<file path="config.mk">
export PLATFORM = sky130hd
export DESIGN_NAME = setup_addr_filter
export DESIGN_NICKNAME = d
export VERILOG_FILES = /design/src/rtl/sfaf_pkg.sv /design/src/rtl/sfaf_loader.sv /design/src/rtl/sfaf_table.sv /design/src/rtl/sfaf_match.sv /design/src/rtl/setup_addr_filter.sv
export SDC_FILE = /design/constraint.sdc
export NUM_CORES = 2
export LEC_CHECK = 0
export BUFFER_PORTS_ARGS = -buffer_cell sky130_fd_sc_hd__buf_2
export CAP_MARGIN = 20
export CORE_ASPECT_RATIO = 1.4
export CORE_MARGIN = 3
export CORE_UTILIZATION = 30
export CTS_BUF_LIST = sky130_fd_sc_hd__clkbuf_4 sky130_fd_sc_hd__clkbuf_8
export DETAILED_ROUTE_END_ITERATION = 8
export PLACE_DENSITY_LB_ADDON = 0.2
export SETUP_SLACK_MARGIN = 0.4
export SLEW_MARGIN = 5
export SYNTH_ARGS = -nofsm -noshare
export SYNTH_HDL_FRONTEND = slang
export SYNTH_SLANG_ARGS = --single-unit
export TNS_END_PERCENT = 5
</file>
<file path="constraint.sdc">
create_clock -name clk -period 11.45 [get_ports clk]
set_input_delay 0.5725 -clock clk [delete_from_list [all_inputs] [get_ports clk]]
set_output_delay 0.5725 -clock clk [all_outputs]
set_load 0.005 [all_outputs]
</file>
<file path="src/rtl/sfaf_pkg.sv">
`timescale 1ns/1ps
package sfaf_pkg;

  localparam int unsigned OCTETS      = 6;
  localparam int unsigned SLOT_BYTES  = 4;
  localparam int unsigned PIECE_BYTES = 2;
  localparam int unsigned ENTRY_BYTES = (OCTETS / PIECE_BYTES) * SLOT_BYTES;
  localparam int unsigned GROUP_BIT   = 0;
  localparam logic [31:0] DONE_WORD   = 32'h7FFF_FFFF;

  typedef logic [8*OCTETS-1:0] mac_t;

  // entry number that owns setup byte idx
  function automatic int unsigned byte_entry(input int unsigned idx);
    return idx / ENTRY_BYTES;
  endfunction

  // true when setup byte idx carries address data (not slot padding)
  function automatic logic byte_is_addr(input int unsigned idx);
    return (idx % SLOT_BYTES) < PIECE_BYTES;
  endfunction

  // address octet loaded by setup byte idx
  function automatic int unsigned byte_octet(input int unsigned idx);
    return ((idx % ENTRY_BYTES) / SLOT_BYTES) * PIECE_BYTES + (idx % SLOT_BYTES);
  endfunction

endpackage

</file>
<file path="src/rtl/sfaf_loader.sv">
`timescale 1ns/1ps
module sfaf_loader
  import sfaf_pkg::*;
#(
  parameter int NUM_ENTRIES = 16
) (
  input  logic                          clk,
  input  logic                          rst_n,
  input  logic                          sf_valid,
  input  logic                          sf_setup,
  input  logic                          sf_first,
  input  logic [7:0]                    sf_data,
  output logic [NUM_ENTRIES-1:0][47:0]  shadow_tab,
  output logic                          commit
);
  localparam int FRAME_BYTES = NUM_ENTRIES * ENTRY_BYTES;
  localparam int CNT_W       = $clog2(FRAME_BYTES + 1);
  localparam int ENT_W       = (NUM_ENTRIES > 1) ? $clog2(NUM_ENTRIES) : 1;
  localparam logic [CNT_W-1:0] LAST_IDX = CNT_W'(FRAME_BYTES - 1);

  logic             busy;
  logic [CNT_W-1:0] cnt;
  logic [CNT_W-1:0] idx;
  logic             take;
  logic             wr_en;
  logic [ENT_W-1:0] wr_ent;
  logic [2:0]       wr_oct;

  always_comb begin
    take   = sf_valid && sf_setup && (sf_first || busy);
    idx    = sf_first ? '0 : cnt;
    commit = take && (idx == LAST_IDX);
    wr_en  = take && byte_is_addr(32'(idx));
    wr_ent = ENT_W'(byte_entry(32'(idx)));
    wr_oct = 3'(byte_octet(32'(idx)));
  end

  always_ff @(posedge clk) begin
    if (!rst_n) begin
      busy       <= 1'b0;
      cnt        <= '0;
      shadow_tab <= '1;
    end else if (take) begin
      if (commit) begin
        busy <= 1'b0;
        cnt  <= '0;
      end else begin
        busy <= 1'b1;
        cnt  <= idx + 1'b1;
      end
      if (wr_en) shadow_tab[wr_ent][{wr_oct, 3'b000} +: 8] <= sf_data;
    end
  end

  AST_CNT_BOUND: assert property (@(posedge clk) disable iff (!rst_n)
    cnt <= LAST_IDX);
  AST_LAST_IS_PAD: assert property (@(posedge clk) disable iff (!rst_n)
    commit |-> !wr_en);
  AST_RESTART_IDX: assert property (@(posedge clk) disable iff (!rst_n)
    (sf_valid && sf_setup && sf_first) |=> (cnt == CNT_W'(1)));
  AST_IDLE_IGNORE: assert property (@(posedge clk) disable iff (!rst_n)
    (!busy && !(sf_valid && sf_setup && sf_first)) |=> (cnt == '0));

endmodule

</file>
<file path="src/rtl/sfaf_table.sv">
`timescale 1ns/1ps
module sfaf_table #(
  parameter int NUM_ENTRIES = 16
) (
  input  logic                          clk,
  input  logic                          rst_n,
  input  logic                          commit,
  input  logic [NUM_ENTRIES-1:0][47:0]  shadow_tab,
  output logic [NUM_ENTRIES-1:0][47:0]  active_tab
);

  always_ff @(posedge clk) begin
    if (!rst_n)      active_tab <= '1;
    else if (commit) active_tab <= shadow_tab;
  end

  AST_TABLE_HOLD: assert property (@(posedge clk) disable iff (!rst_n)
    !commit |=> $stable(active_tab));

endmodule

</file>
<file path="src/rtl/sfaf_match.sv">
`timescale 1ns/1ps
module sfaf_match
  import sfaf_pkg::*;
#(
  parameter int NUM_ENTRIES = 16
) (
  input  logic                          clk,
  input  logic                          rst_n,
  input  logic                          rx_valid,
  input  logic [47:0]                   rx_dest,
  input  logic                          pass_mcast,
  input  logic [NUM_ENTRIES-1:0][47:0]  active_tab,
  output logic                          dec_valid,
  output logic                          dec_accept
);
  logic [NUM_ENTRIES-1:0] hit;
  logic                   any_hit;
  logic                   mcast_ok;

  for (genvar e = 0; e < NUM_ENTRIES; e++) begin : g_cmp
    assign hit[e] = (active_tab[e] == rx_dest);
  end

  assign any_hit  = |hit;
  assign mcast_ok = pass_mcast && rx_dest[GROUP_BIT];

  always_ff @(posedge clk) begin
    if (!rst_n) begin
      dec_valid  <= 1'b0;
      dec_accept <= 1'b0;
    end else begin
      dec_valid  <= rx_valid;
      dec_accept <= rx_valid && (any_hit || mcast_ok);
    end
  end

  AST_DEC_LATENCY: assert property (@(posedge clk) disable iff (!rst_n)
    rx_valid |=> dec_valid);
  AST_NO_SPURIOUS: assert property (@(posedge clk) disable iff (!rst_n)
    !rx_valid |=> !dec_valid);
  AST_QUIET_ACCEPT: assert property (@(posedge clk) disable iff (!rst_n)
    !dec_valid |-> !dec_accept);
  AST_MCAST_PASS: assert property (@(posedge clk) disable iff (!rst_n)
    (rx_valid && pass_mcast && rx_dest[GROUP_BIT]) |=> dec_accept);

endmodule

</file>
<file path="src/rtl/setup_addr_filter.sv">
`timescale 1ns/1ps
module setup_addr_filter
  import sfaf_pkg::*;
#(
  parameter int NUM_ENTRIES = 16
) (
  input  logic        clk,
  input  logic        rst_n,
  input  logic        sf_valid,
  input  logic        sf_setup,
  input  logic        sf_first,
  input  logic [7:0]  sf_data,
  input  logic        pass_mcast,
  input  logic        rx_valid,
  input  logic [47:0] rx_dest,
  output logic        dec_valid,
  output logic        dec_accept,
  output logic        done_valid,
  output logic [31:0] done_status
);
  logic [NUM_ENTRIES-1:0][47:0] shadow_tab;
  logic [NUM_ENTRIES-1:0][47:0] active_tab;
  logic                         commit;

  sfaf_loader #(.NUM_ENTRIES(NUM_ENTRIES)) u_loader (
    .clk        (clk),
    .rst_n      (rst_n),
    .sf_valid   (sf_valid),
    .sf_setup   (sf_setup),
    .sf_first   (sf_first),
    .sf_data    (sf_data),
    .shadow_tab (shadow_tab),
    .commit     (commit)
  );

  sfaf_table #(.NUM_ENTRIES(NUM_ENTRIES)) u_table (
    .clk        (clk),
    .rst_n      (rst_n),
    .commit     (commit),
    .shadow_tab (shadow_tab),
    .active_tab (active_tab)
  );

  sfaf_match #(.NUM_ENTRIES(NUM_ENTRIES)) u_match (
    .clk        (clk),
    .rst_n      (rst_n),
    .rx_valid   (rx_valid),
    .rx_dest    (rx_dest),
    .pass_mcast (pass_mcast),
    .active_tab (active_tab),
    .dec_valid  (dec_valid),
    .dec_accept (dec_accept)
  );

  always_ff @(posedge clk) begin
    if (!rst_n) done_valid <= 1'b0;
    else        done_valid <= commit;
  end

  assign done_status = done_valid ? DONE_WORD : 32'h0;

  AST_DONE_PULSE: assert property (@(posedge clk) disable iff (!rst_n)
    done_valid |=> !done_valid);
  AST_DONE_AFTER_SETUP: assert property (@(posedge clk) disable iff (!rst_n)
    done_valid |-> $past(sf_valid && sf_setup));

endmodule

</file>
==> flow_metrics.tcl <==
set metrics [dict create \
    crit_path_start_kind "register" \
    initial_core_util_pct 30.2 \
    grt_pass1_wl_um 380000 \
    cts.path.max_buffers 4 \
    cts_tree "built" \
    r2r_slack_ns 3.74 \
    timing.slew.headroom_pct 13.9 \
    grt_pass1_vias 50442 \
    tightestPinTransition_ns 1.29 \
    timing.setup.tns_ns 0 \
    synthesis.nets 7539 \
    antenna_found_initial 6 \
    cts_made_buffers 242 \
    maxCapViolations 0 \
    core_mm2 0.215 \
    place_congestion 0.844 \
    hp-class "input pin to register" \
    dp.cells 9899 \
    drt_wl_total_um 269000 \
    hold_violations 0 \
    io_buffers 96 \
    avgSynthCellArea_um2 8.68 \
    fin_crit_sh_pct 67.3 \
    grt_overflow 0 \
    place_hpwl_um 157000 \
    fin_cells 10340 \
    htreeDepth 4 \
    hold_ws_ns 0.115 \
    dieArea_mm2 0.222 \
    max_stage_delay_ns 0.74 \
    cts_setup_buffers 0 \
    crit_top_cell "ha_1" \
    ys_ff_latch 1548 \
    dr_total_vias 53262 \
    crit_required_ns 12.23 \
    drc_errors 0 \
    crit_path_top_delay_cell "dfxtp_1" \
    worstPathMaxFanout 17 \
    clock_sinks 1548 \
    syn_inst 7469 \
    netlist_top_cells_area "dfxtp_1 (48%), nand2_1 (11%), nand3_1 (7.3%)" \
    syn2layout_area_growth_pct 12.2 \
    die_h_um 556 \
    leakagePower_nw 30.6 \
    synth_top_area_cell "dfxtp_1" \
    end_kind "register" \
    synth_edf_count 0 \
    firstDrtPassIters 8 \
    drt_iter0_drc 4489 \
    yosys_warnings 0 \
    detail-route-antenna-nets 0 \
    wl_per_cell_um 26.0 \
    clock_latency_ns 0.97 \
    cts_resized 0 \
    synth_commonest_cells "nand2_1 (1980), dfxtp_1 (1548), nand3_1 (941)" \
    row_count 201 \
    path_class "register to register" \
    status "complete, no violations" \
    synthFlopType "dfxtp_1" \
    yosysMostFrequentCell "nand2_1" \
    power_density_mw_per_mm2 153 \
    cts.reportedPaths.clkPinSlew_ns 0.07 \
    grt_max_degree 230 \
    grt_util_all_layers_pct 23.6 \
    slew_viol_final 0 \
    fin_skew_ns 0.0616 \
    syn-cell-area_mm2 0.0648 \
    setup_viol 0 \
    finalCriticalPeriod_ns 7.71 \
    async_flop_share_pct 0 \
    fmaxAchievable_ghz 0.130 \
    drt-vias-per-instance 5.15 \
    worstPathArrival_ns 8.49 \
    ios 98 \
    rsz0062_at_grt "no" \
    die_w_um 399 \
    path_cells "inv_2, nor2_1, ha_1, nor2b_1, o211a_1, nor3_1, nor2_1, nand3_1, o21ai_0, ha_1, a21o_1, a41oi_2, o21ai_0, xor2_1, ha_1, inv_1, ha_1, ha_1, nor4bb_1, nand2b_1, mux2i_4, buf_4, nand2_1, mux2i_1" \
    vdd_drop_max_v 0.0000831 \
    fin_nets 7381 \
    cts_root_buf "clkbuf_8" \
    yosysTopAreaCellShare_pct 47.8 \
    drive_gt1_share_pct 12.0 \
    ys_seq_area_share_pct 47.8 \
    synth_cell_types 72 \
]
==> layout by cell type, fill, tap and decap left out, drive strengths merged, types with 7 or more instances in the layout <==
cell type and n:
ha 7, clkinv 26, mux2i 167, nor2 28, and2 10, nand3 941, nor3 27, xnor2 290
nand4 116, xor2 481, o21ai 24, buf 256, clkbuf 393, nor4b 8, dfxtp 1548, nor4 166
nor2b 150, nand2 1990, nor3b 263, o211ai 261, a21oi 264
==> metal layers <==
| layer | vias up | wire length, um | global-route usage (%) |
|---|---|---|---|
| met1 | 26320 | 110000 | 28.8 |
| met2 | 1668 | 131000 | 40.8 |
| li1 | 24711 | - | - |
| met4 | 0 | 15400 | 11.7 |
| met5 | - | 0 | 0 |
| met3 | 563 | 13100 | 2.72 |
==> critical path: cells and delay by family, from the launching register on <==
kind | cells | cell delay [ns]
XOR/XNOR | 1 | 0.19
multiplexers | 2 | 0.75
buffers and inverters | 3 | 0.80
adder cells (fa/ha/maj) | 5 | 1.37
AND/OR/NAND/NOR | 8 | 2.31
AO/OA/AOI/OAI | 5 | 1.32
flip-flops | 1 | 0.74
==> path summary, 6_finish.rpt <==
kind / from / to / cells past startpoint
worst max-delay path: u_loader.cnt[7] / u_loader.shadow_tab[679] / 24
worst min-delay path: sf_data[3] / u_loader.shadow_tab[507] / 3
worst max register to register: u_loader.cnt[7] / u_loader.shadow_tab[679] / 24
worst min register to register: u_loader.shadow_tab[252] / u_table.active_tab[252] / 2
==> stage by stage <==
step | power (mW) | instance area (um2) | setup WS (ns) | utilization, %
floorplan | 5.80 | 64800 | 5.56 | -
global placement | 6.12 | 67200 | 3.40 | 31.3
detailed placement | 6.12 | 67400 | 3.57 | 31.4
CTS | 11.2 | 72700 | 3.80 | 33.9
global route | 11.4 | 72800 | 3.34 | 33.9
finish | 11.1 | 72800 | 3.74 | 33.9
==> kinds of logic after synthesis <==
family	count (synthesis)	synth area share, %
AO/OA/AOI/OAI	592	6.35
XOR/XNOR	771	10.4
multiplexers	167	2.60
adder cells (fa/ha/maj)	7	0.135
buffers and inverters	667	4.59
flip-flops	1548	47.8
other	1	0.00578
AND/OR/NAND/NOR	3716	28.1
==> final cells by class <==
cell class / instances / area [um2]
tap: 2842 / 3560
clock inverter: 35 / 322
multi-input combinational: 5254 / 31000
fill: 22287 / 142000
antenna: 3 / 7.51
clock buffer: 393 / 4930
sequential: 1548 / 31000
timing repair buffer: 259 / 1930
inverter: 6 / 22.5
==> where the power goes <==
group          internal (mW)  switching [mW]
sequential              5.39         0.00131
clock                   2.82            2.32
combinational          0.135           0.480
==> sequential cells by signal, indices dropped and copies added, names as in the netlist <==
name	flops
u_loader.shadow_tab	768
u_loader.busy	1
u_match.dec_valid	1
u_loader.cnt	8
u_table.active_tab	768
u_match.dec_accept	1
done_valid	1
==> what timing repair did <==
item,4_1_cts,5_1_grt
hold endpoints to repair,2,0
setup endpoints to repair,0,0
hold buffers,3,0
Note: power is estimated with default switching activity, not from simulation.
